<file path="src/rtl/rxf_pkg.sv">
package rxf_pkg;
  localparam int LEN_W = 12;
  localparam logic [31:0] CRC_POLY = 32'hEDB88320;
  localparam logic [31:0] CRC_RESIDUE = 32'hDEBB20E3;

  typedef struct packed {
    logic ovf;
    logic alignErr;
    logic crcErr;
    logic good;
    logic [LEN_W-1:0] len;
  } rxStat_t;

  // strobes from control to datapath
  typedef struct packed {
    logic clrFrame;
    logic shiftEn;
    logic wrEn;
    logic incCrc;
    logic incAlign;
    logic incLost;
    logic incOvf;
  } rxCtl_t;

  typedef enum logic [1:0] {ST_HUNT, ST_RECV, ST_SKIP, ST_LOST} rxState_t;

  function automatic logic [31:0] crcStep(input logic [31:0] c, input logic b);
    return (c >> 1) ^ ({32{c[0] ^ b}} & CRC_POLY);
  endfunction
endpackage

</file>
<file path="src/rtl/rxf_datapath.sv">
module rxf_datapath
  import rxf_pkg::*;
#(
  parameter int CNT_W = 16,
  parameter int HASH_BITS = 6
) (
  input  logic clk,
  input  logic rstN,
  input  rxCtl_t ctl,
  input  logic rxBit,
  input  logic fifoFull,
  input  logic [47:0] stationAddr,
  input  logic [(1<<HASH_BITS)-1:0] hashTable,
  input  logic promisc,
  input  logic clrCnt,
  output logic addrLast,
  output logic addrHit,
  output logic [LEN_W-1:0] byteCnt,
  output logic dribble,
  output logic crcOkByte,
  output logic ovfSeen,
  output logic fifoWr,
  output logic [7:0] fifoData,
  output logic [CNT_W-1:0] crcErrCnt,
  output logic [CNT_W-1:0] alignErrCnt,
  output logic [CNT_W-1:0] lostCnt,
  output logic [CNT_W-1:0] overrunCnt
);
  localparam int ADDR_BITS = 48;
  localparam int ACNT_W = $clog2(ADDR_BITS + 1);
  localparam int NUM_CNT = 4;

  logic [31:0] crcReg, crcNext;
  logic [ACNT_W-1:0] addrCnt;
  logic [ADDR_BITS-2:0] destSr;
  logic [ADDR_BITS-1:0] destNext;
  logic [2:0] bitPhase;
  logic [6:0] byteSr;
  logic byteLast;

  assign crcNext  = crcStep(crcReg, rxBit);
  assign destNext = {rxBit, destSr};
  assign addrLast = ctl.shiftEn && (addrCnt == ACNT_W'(ADDR_BITS - 1));
  assign byteLast = ctl.shiftEn && (bitPhase == 3'd7);
  assign dribble  = (bitPhase != 3'd0);

  always_comb begin
    addrHit = promisc || (destNext == stationAddr) || (&destNext);
    if (destNext[0] && hashTable[crcNext[31 -: HASH_BITS]]) addrHit = 1'b1;
  end

  always_ff @(posedge clk) begin
    if (!rstN) begin
      crcReg    <= '1;
      addrCnt   <= '0;
      destSr    <= '0;
      bitPhase  <= '0;
      byteSr    <= '0;
      byteCnt   <= '0;
      crcOkByte <= 1'b0;
      ovfSeen   <= 1'b0;
      fifoWr    <= 1'b0;
      fifoData  <= '0;
    end else begin
      fifoWr <= byteLast && ctl.wrEn && !fifoFull && !ovfSeen;
      if (ctl.clrFrame) begin
        crcReg    <= '1;
        addrCnt   <= '0;
        bitPhase  <= '0;
        byteCnt   <= '0;
        crcOkByte <= 1'b0;
        ovfSeen   <= 1'b0;
      end else if (ctl.shiftEn) begin
        crcReg   <= crcNext;
        bitPhase <= bitPhase + 3'd1;
        byteSr   <= {rxBit, byteSr[6:1]};
        if (addrCnt < ACNT_W'(ADDR_BITS)) begin
          addrCnt <= addrCnt + 1'b1;
          destSr  <= destNext[ADDR_BITS-1:1];
        end
        if (byteLast) begin
          fifoData  <= {rxBit, byteSr};
          crcOkByte <= (crcNext == CRC_RESIDUE);
          if (byteCnt != '1) byteCnt <= byteCnt + 1'b1;
          if (ctl.wrEn && fifoFull) ovfSeen <= 1'b1;
        end
      end
    end
  end

  // statistics counters: 0 crc, 1 align, 2 lost, 3 overrun
  logic [NUM_CNT-1:0] incVec;
  logic [CNT_W-1:0] cnt [NUM_CNT];
  assign incVec = {ctl.incOvf, ctl.incLost, ctl.incAlign, ctl.incCrc};

  for (genvar g = 0; g < NUM_CNT; g++) begin : g_cnt
    always_ff @(posedge clk) begin
      if (!rstN || clrCnt) cnt[g] <= '0;
      else if (incVec[g] && cnt[g] != '1) cnt[g] <= cnt[g] + 1'b1;
    end
  end

  assign crcErrCnt   = cnt[0];
  assign alignErrCnt = cnt[1];
  assign lostCnt     = cnt[2];
  assign overrunCnt  = cnt[3];
endmodule

</file>
<file path="src/rtl/rxf_control.sv">
module rxf_control
  import rxf_pkg::*;
#(
  parameter int MIN_BYTES = 64
) (
  input  logic clk,
  input  logic rstN,
  input  logic bitEn,
  input  logic rxBit,
  input  logic carrier,
  input  logic rxReady,
  input  logic saveBad,
  input  logic addrLast,
  input  logic addrHit,
  input  logic [LEN_W-1:0] byteCnt,
  input  logic dribble,
  input  logic crcOkByte,
  input  logic ovfSeen,
  output rxCtl_t ctl,
  output logic statWr,
  output rxStat_t statWord,
  output logic fifoDrop
);
  rxState_t state;
  logic prevOne;
  logic reject, endNow, longEnough;
  logic errOvf, errAlign, errCrc, isErr;

  assign reject     = addrLast && (!addrHit || !rxReady);
  assign endNow     = !carrier && (state == ST_RECV || state == ST_LOST);
  assign longEnough = byteCnt >= LEN_W'(MIN_BYTES);
  assign errOvf     = ovfSeen;
  assign errAlign   = !ovfSeen && dribble && !crcOkByte;
  assign errCrc     = !ovfSeen && !dribble && !crcOkByte;
  assign isErr      = errOvf || errAlign || errCrc;

  always_comb begin
    ctl = '0;
    ctl.clrFrame = (state == ST_HUNT) && carrier && bitEn && rxBit && prevOne;
    ctl.shiftEn  = (state == ST_RECV || state == ST_LOST) && carrier && bitEn;
    ctl.wrEn     = (state == ST_RECV) && !reject;
    if (endNow && longEnough) begin
      if (state == ST_RECV) begin
        ctl.incOvf   = errOvf;
        ctl.incAlign = errAlign;
        ctl.incCrc   = errCrc;
      end else begin
        ctl.incLost = 1'b1;
      end
    end
  end

  always_ff @(posedge clk) begin
    if (!rstN) begin
      state    <= ST_HUNT;
      prevOne  <= 1'b0;
      statWr   <= 1'b0;
      statWord <= '0;
      fifoDrop <= 1'b0;
    end else begin
      statWr   <= 1'b0;
      fifoDrop <= 1'b0;
      if (state == ST_HUNT && carrier) begin
        if (bitEn) prevOne <= rxBit;
      end else begin
        prevOne <= 1'b0;
      end
      case (state)
        ST_HUNT: if (ctl.clrFrame) state <= ST_RECV;
        ST_RECV: begin
          if (!carrier) begin
            state <= ST_HUNT;
            if (longEnough && (!isErr || saveBad)) begin
              statWr            <= 1'b1;
              statWord.ovf      <= errOvf;
              statWord.alignErr <= errAlign;
              statWord.crcErr   <= errCrc;
              statWord.good     <= !isErr;
              statWord.len      <= byteCnt;
            end else begin
              fifoDrop <= 1'b1;
            end
          end else if (reject) begin
            fifoDrop <= 1'b1;
            state    <= addrHit ? ST_LOST : ST_SKIP;
          end
        end
        ST_SKIP, ST_LOST: if (!carrier) state <= ST_HUNT;
        default: state <= ST_HUNT;
      endcase
    end
  end
endmodule

</file>
<file path="src/rtl/rx_frame_filter.sv">
module rx_frame_filter
  import rxf_pkg::*;
#(
  parameter int CNT_W = 16,
  parameter int HASH_BITS = 6,
  parameter int MIN_BYTES = 64
) (
  input  logic clk,
  input  logic rstN,
  input  logic bitEn,
  input  logic rxBit,
  input  logic carrier,
  input  logic [47:0] stationAddr,
  input  logic [(1<<HASH_BITS)-1:0] hashTable,
  input  logic promisc,
  input  logic saveBad,
  input  logic rxReady,
  input  logic fifoFull,
  input  logic clrCnt,
  output logic fifoWr,
  output logic [7:0] fifoData,
  output logic fifoDrop,
  output logic statWr,
  output logic [15:0] statWord,
  output logic [CNT_W-1:0] crcErrCnt,
  output logic [CNT_W-1:0] alignErrCnt,
  output logic [CNT_W-1:0] lostCnt,
  output logic [CNT_W-1:0] overrunCnt
);
  rxCtl_t ctl;
  rxStat_t statS;
  logic addrLast, addrHit, dribble, crcOkByte, ovfSeen;
  logic [LEN_W-1:0] byteCnt;

  rxf_datapath #(.CNT_W(CNT_W), .HASH_BITS(HASH_BITS)) u_dp (
    .clk(clk), .rstN(rstN), .ctl(ctl), .rxBit(rxBit), .fifoFull(fifoFull),
    .stationAddr(stationAddr), .hashTable(hashTable), .promisc(promisc),
    .clrCnt(clrCnt), .addrLast(addrLast), .addrHit(addrHit), .byteCnt(byteCnt),
    .dribble(dribble), .crcOkByte(crcOkByte), .ovfSeen(ovfSeen),
    .fifoWr(fifoWr), .fifoData(fifoData), .crcErrCnt(crcErrCnt),
    .alignErrCnt(alignErrCnt), .lostCnt(lostCnt), .overrunCnt(overrunCnt)
  );

  rxf_control #(.MIN_BYTES(MIN_BYTES)) u_ctl (
    .clk(clk), .rstN(rstN), .bitEn(bitEn), .rxBit(rxBit), .carrier(carrier),
    .rxReady(rxReady), .saveBad(saveBad), .addrLast(addrLast), .addrHit(addrHit),
    .byteCnt(byteCnt), .dribble(dribble), .crcOkByte(crcOkByte), .ovfSeen(ovfSeen),
    .ctl(ctl), .statWr(statWr), .statWord(statS), .fifoDrop(fifoDrop)
  );

  assign statWord = statS;
endmodule

</file>
<file path="config.mk">
export PLATFORM = sky130hd
export DESIGN_NAME = rx_frame_filter
export DESIGN_NICKNAME = d
export VERILOG_FILES = /design/src/rtl/rxf_pkg.sv /design/src/rtl/rxf_datapath.sv /design/src/rtl/rxf_control.sv /design/src/rtl/rx_frame_filter.sv
export SDC_FILE = /design/constraint.sdc
export NUM_CORES = 1
export LEC_CHECK = 0
export BUFFER_PORTS_ARGS = -buffer_cell sky130_fd_sc_hd__buf_2
export CAP_MARGIN = 25
export CELL_PAD_IN_SITES_DETAIL_PLACEMENT = 1
export CELL_PAD_IN_SITES_GLOBAL_PLACEMENT = 1
export CORE_ASPECT_RATIO = 0.6
export CORE_MARGIN = 3
export CORE_UTILIZATION = 30
export DETAILED_ROUTE_END_ITERATION = 8
export PLACE_DENSITY_LB_ADDON = 0.25
export SYNTH_ARGS = -nofsm -noshare
export SYNTH_HDL_FRONTEND = slang
export SYNTH_SLANG_ARGS = --single-unit
</file>
<file path="constraint.sdc">
create_clock -name clk -period 3.85 [get_ports clk]
set_clock_uncertainty 0.05 [all_clocks]
set_input_delay 0.385 -clock clk [delete_from_list [all_inputs] [get_ports clk]]
set_output_delay 0.385 -clock clk [all_outputs]
set_load 0.01 [all_outputs]
</file>
### Yosys cells after proc, flatten, opt, wreduce, memory -nomap -nowiden

Memory sizes are Yosys's and may differ from the RTL's.
Cells that the tools add are included.
W data, S select, Z words.

* RAM bits: 64
* memories kept: 1
* register bits after elaboration: 139
* word-level logic and storage cells: 151

Memories
* u_dp.cnt: words 4, bits a word 16, rd ports 4, clocked after memory_dff 0, wr ports 4, line rxf_datapath.sv:93 `logic [CNT_W-1:0] cnt [NUM_CNT];`

* muxes and demuxes: 35
* equality and inequality tests: 15
* reduce and logical (&&, ||, !) cells: 61
* add/subtract/negate cells: 7
* $lt $le $gt $ge: 3
* bitwise operators: 10

Operators by type and width (count)
* $add A16 B1 Y16 const B: 4
* $mux W16: 4
* $ne A16 B16 Y1 const B: 4
* $eq A48 B48 Y1: 1
* $reduce_and A48 Y1: 1
* $eq A32 B32 Y1 const B: 1
* $xor A31 B32 Y32: 1
* $logic_and A1 B1 Y1: 26
* $mux W1: 23
* $reduce_and A3 Y1: 6
* $add A12 B1 Y12 const B: 1
* $ge A12 B7 Y1 const B: 1
* $ne A12 B12 Y1 const B: 1
* $logic_not A1 Y1: 10
* $mux W2: 5
* $reduce_and A2 Y1: 5
* $logic_or A1 B1 Y1: 8
* $lt A6 B7 Y1 const B: 1
* $add A6 B1 Y6 const B: 1
* $bmux W1 S6: 1
* $eq A6 B6 Y1 const B: 1
* $lt A6 B6 Y1 const B: 1
* $pmux W2 S3: 1
* $eq A2 B2 Y1 const B: 2
* 13 further kinds: 21

### Logic depth before layout (Yosys ltp)

* depth in word-level cells: 14
* gate-level depth with buffers: 15

### Modules after synthesis

Synthesis repeated with hierarchy kept, for this count alone.

* cells, all modules: 1127
* area, all modules: 10670.2 sq um

Modules (own cells, without submodules)
* rxf_datapath: times used 1, area each 9734.3 sq um, cells an instance 1016
* rxf_control: times used 1, area each 935.9 sq um, cells an instance 111

### Least setup slack after synthesis

Ideal clock, no wire load.

* kind: input -> register
* start point: input rxBit
* end point: register u_dp.fifoWr
* arrival time: 2.964 ns
* stages on the path: 15
* slack: 0.721 ns
* setup time: 0.116 ns
* buffers on the path: 5
* path through: buf_6 xnor2_4 inv_4 buf_12 buf_2 buf_2 ha_1 clkbuf_1 mux4_1 mux2i_1 o21ai_0 nand2_1 nand3_1 a31o_1 and3_1

* word-level cells in the longest chain between the ends: 14
* elaborated cells on any way between the ends: 18
* classes of those cells: eq/ne (1); mux (3); bitwise (2); reduce/logical (12)

RTL lines
* start: declaration: line rx_frame_filter.sv:11 `input logic rxBit,`
* $xor A1 B1 Y1: line rxf_pkg.sv:28 `return (c >> 1) ^ ({32{c[0] ^ b}} & CRC_POLY);`
* $xor A31 B32 Y32: line rxf_pkg.sv:28
* net u_dp.crcNext[31]: line rxf_datapath.sv:33 `logic [31:0] crcReg, crcNext;`
* $bmux W1 S6: line rxf_datapath.sv:49 `if (destNext[0] && hashTable[crcNext[31 -: HASH_BITS]]) addrHit = 1'b1;`
* $mux W1 (not written as such): line rxf_datapath.sv:49
* $logic_and A1 B1 Y1: line rxf_datapath.sv:49
* $mux W1: line rxf_datapath.sv:49
* $logic_not A1 Y1: line rxf_control.sv:29 `assign reject = addrLast && (!addrHit || !rxReady);`
* $logic_or A1 B1 Y1: line rxf_control.sv:29
* $logic_and A1 B1 Y1: line rxf_control.sv:29
* $logic_not A1 Y1: line rxf_control.sv:41 `ctl.wrEn = (state == ST_RECV) && !reject;`
* $logic_and A1 B1 Y1: line rxf_control.sv:41
* $logic_and A1 B1 Y1 (3 in a row): line rxf_datapath.sv:65 `fifoWr <= byteLast && ctl.wrEn && !fifoFull && !ovfSeen;`
* end signal: assignment: line rxf_datapath.sv:65
* end: declaration: line rxf_datapath.sv:22 `output logic fifoWr,`

The timed path passes the listed nets, and every way through them passes these cells. The select of a mux whose other input is x is not followed.
A chain may end at the register's enable or synchronous reset.

### Final worst setup path

* start point: register u_dp.crcReg[27]
* end point: register u_dp.fifoWr

* word-level cells in the longest chain between the ends: 13

RTL lines
* start: declaration: line rxf_datapath.sv:33
* start signal: assignment: line rxf_datapath.sv:74 `crcReg <= crcNext;`
* $xor A31 B32 Y32: line rxf_pkg.sv:28
* $bmux W1 S6: line rxf_datapath.sv:49
* $mux W1 (not written as such): line rxf_datapath.sv:49
* $logic_and A1 B1 Y1: line rxf_datapath.sv:49
* $mux W1: line rxf_datapath.sv:49
* $logic_not A1 Y1: line rxf_control.sv:29
* $logic_or A1 B1 Y1: line rxf_control.sv:29
* $logic_and A1 B1 Y1: line rxf_control.sv:29
* $logic_not A1 Y1: line rxf_control.sv:41
* $logic_and A1 B1 Y1: line rxf_control.sv:41
* $logic_and A1 B1 Y1 (3 in a row): line rxf_datapath.sv:65

Every way passes these cells. The select of a mux whose other input is x is not followed.

==> reports/metrics.cfg <==
[outcome]
outcome=complete, no violations

[routing]
wl_um=33900
viasPerCell=4.945
drt_iter0_drc=576
drc_errors=0
drtPass1Iterations=4
vias=9113
routedWlPerCell_um=18.39
ant_nets=0

[synthesis]
syn_area_per_cell_um2=8.872
async_reset_ff_frac=0
synth.top_cells.by_area=dfxtp_1 27%, edfxtp_1 18%, nand2_1 8.8%, xor2_1 7.1%, nor2_1 4.5%
synth_cells=1180
synth_area_um2=10470
synth_seq_cells=203
ys_types=67
yosysSeqAreaShare=0.4494
synth_nets=1313
synth_edf_count=64
synthFlopType=dfxtp_1
yosysWarnings=0
synth_top_area_cell=dfxtp_1
synth_top_area_frac=0.2658

[hold_path]
hold_path_end=u_ctl.fifoDrop$_SDFF_PN0_
holdCritStartpoint=carrier
hold_depth=2
hold_class=in2reg

[place]
gp_congestion=0.8178
postPlaceCellArea_um2=11920
port_buffers=212
hpwlAfterDp_um=25120

[pwr]
ir_worst_vdd_mv=0.2454
clkPwrFrac=0.436
seq_power_share=0.492
switching_share=0.2459
pwr-share-comb=0.072
p_int_w=0.003504
powerDensity_nw_per_um2=369.1
power_w=0.004647
p_sw_w=0.001143
leakage_nw=5.079

[floorplanning]
die_x_um=247.2
die-area_um2=37250
core_area_um2=34030
ios=213
die_y_um=150.7
start_util=0.3077
row_count=52

[setup_path]
crit_type=reg2reg
rr_worst_depth=8
timing.rr.end=u_dp.fifoWr$_SDFF_PN0_
r2r_start=u_dp.crcReg[27]$_SDFFE_PP1P_
cp.arrival_ns=3.38
ff2ff_setup_slack_ns=0.87
start_kind=flop
end_kind=flop
cp.required_ns=4.25
cp_max_fo=15

[global_routing]
grt_overflow=0
grt_pass1_wl_um=52230
grt_pass1_vias=9033
grt_max_degree=80
track_usage=0.1778
antenna_found_initial=7

[cts]
cts_max_path_buffers=3
cts_resized=0
clock-sinks=203
insertion_delay_ns=0.52
post-cts-setup-buffer-count=0
h-tree-depth=1
ctsHoldBuffers=0
cts_tree=built
clock-root-buffer=clkbuf_16
clkTransAtPathRegs_ns=0.06
numCtsBuffers=22

[sta]
finalMaxSlewViolations=0
setup_viol=0
hold_viol=0
hold_slack_ns=0.1415
tns_ns=0
layout_min_cycle_time_ns=2.981
fin_crit_sh=0.7743
slew_headroom=0.3773
max_freq_mhz=335.4
tightest_slew_ns=0.9318
rsz0062_at_grt=false

[job]
cap_violations=0

[cells_and_area]
drive_gt1_frac=0.2028
syn_to_final_growth_pct=20.27
final_nets=1499
final_area_um2=12590
nFillCells=4059

[state kept, by name, summed over array words and instances (netlist names), 3 cells and up]
name            flops
u_ctl.statWord     16
u_dp.crcReg        32
u_dp.bitPhase       3
u_dp.fifoData       8
u_dp.destSr        47
u_dp.cnt           64
u_dp.addrCnt        6
u_dp.byteSr         7
u_dp.byteCnt       12
[synth_stat cells (5+ instances only)]
master      n
nand2_1   246
dfxtp_1   139
nor2_1    126
xor2_1     85
a21oi_1    83
edfxtp_1   64
nand3_1    54
clkbuf_1   46
xnor2_1    41
mux2i_1    40
nand4_1    30
and3_1     22
nor4_1     18
inv_1      17
nor3_1     14
o211ai_1   13
ha_1       11
nor2b_1     8
o21ai_0     8
buf_2       7
mux2_2      6
a31oi_1     5
and2_1      5
mux4_2      5
nor4b_1     5
[power groups by stage]
| stage | Combinational [W] | Sequential (W) | Clock (W) |
|---|---|---|---|
| finish | 0.000335 | 0.00229 | 0.00203 |
| global route | 0.000369 | 0.00229 | 0.00221 |
| CTS | 0.000338 | 0.00229 | 0.00210 |
| detailed placement | 0.000336 | 0.00233 | 0 |
| global placement | 0.000331 | 0.00233 | 0 |
| floorplan | 0.000165 | 0.00234 | 0 |
[cell families after synthesis]
kind of cell             after synthesis  share of synthesized area
adder cells (fa/ha/maj)               11                    0.01315
XOR/XNOR                             128                     0.1102
flip-flops                           203                     0.4494
multiplexers                          57                    0.06836
AND/OR/NAND/NOR                      556                     0.2403
AO/OA/AOI/OAI                        143                    0.08366
buffers and inverters                 82                    0.03490
[worst max path at each step]
stage / startpoint / to / slack (ns) / cells past startpoint
5_1_grt: u_dp.crcReg[27]$_SDFFE_PP1P_ / u_dp.fifoWr$_SDFF_PN0_ / 0.72 / 8
3_3_place_gp: rxBit / u_dp.fifoWr$_SDFF_PN0_ / 0.81 / 11
4_1_cts: u_dp.crcReg[27]$_SDFFE_PP1P_ / u_dp.fifoWr$_SDFF_PN0_ / 0.91 / 8
2_1_floorplan: rxBit / u_dp.fifoWr$_SDFF_PN0_ / 0.72 / 15
6_report: u_dp.crcReg[27]$_SDFFE_PP1P_ / u_dp.fifoWr$_SDFF_PN0_ / 0.87 / 8
3_5_place_dp: rxBit / u_dp.fifoWr$_SDFF_PN0_ / 0.72 / 12
[critical path: stages (launching register included)]
cell       delay (ns)
dfxtp_1          0.71
nand2b_1         0.28
mux2_4           0.34
o2bb2ai_1        0.22
a2111oi_0        0.11
or4_4            0.54
o211ai_2         0.28
a31o_1           0.24
and3_1           0.15
[stage by stage]
step           worst slack [ns]  cells    util
6_report                 0.8688   1843  0.3700
5_1_grt                  0.7166   1842  0.3699
4_1_cts                  0.9076   1840  0.3698
3_5_place_dp             0.7182   1801  0.3504
3_3_place_gp             0.8071   1801  0.3504
2_1_floorplan            0.7206   1180       -
[routing by layer]
layer,track usage,wire length (um)
met5,0,0
met4,0.03312,497
met3,0.02563,929
met2,0.2755,15260
met1,0.2637,17210
[placed cells by master (no fill, tap or decap), types with 6 or more instances in the layout]
| master | synthesis | routed |
|---|---|---|
| clkbuf_1 | 46 | 8 |
| mux2i_1 | 40 | 40 |
| nand2_1 | 246 | 246 |
| xnor2_1 | 41 | 41 |
| buf_4 | 1 | 12 |
| inv_1 | 17 | 17 |
| and3_1 | 22 | 22 |
| dfxtp_1 | 139 | 139 |
| buf_2 | 7 | 212 |
| clkbuf_16 | 0 | 22 |
| nor2_1 | 126 | 126 |
| nand3_1 | 54 | 53 |
| o211ai_1 | 13 | 13 |
| nand4_1 | 30 | 30 |
| a21oi_1 | 83 | 82 |
| edfxtp_1 | 64 | 64 |
| nor4_1 | 18 | 18 |
| mux2_2 | 6 | 6 |
| xor2_1 | 85 | 85 |
| nor3_1 | 14 | 14 |
| ha_1 | 11 | 11 |
| o21ai_0 | 8 | 8 |
| nor2b_1 | 8 | 8 |
[cell type report]
cell class / count / area, um^2 / area share
multi-input cells: 895 / 5415 / 0.4301
inverters: 20 / 77.57 / 0.006161
repair buffers: 224 / 1151 / 0.09142
flip-flops and latches: 203 / 4705 / 0.3736
clock inverters: 6 / 38.79 / 0.003081
well taps: 459 / 574.3 / 0.04561
diodes: 3 / 7.507 / 0.0005962
clock buffers: 33 / 621.8 / 0.04939
Power figures use the tool's default switching activity.
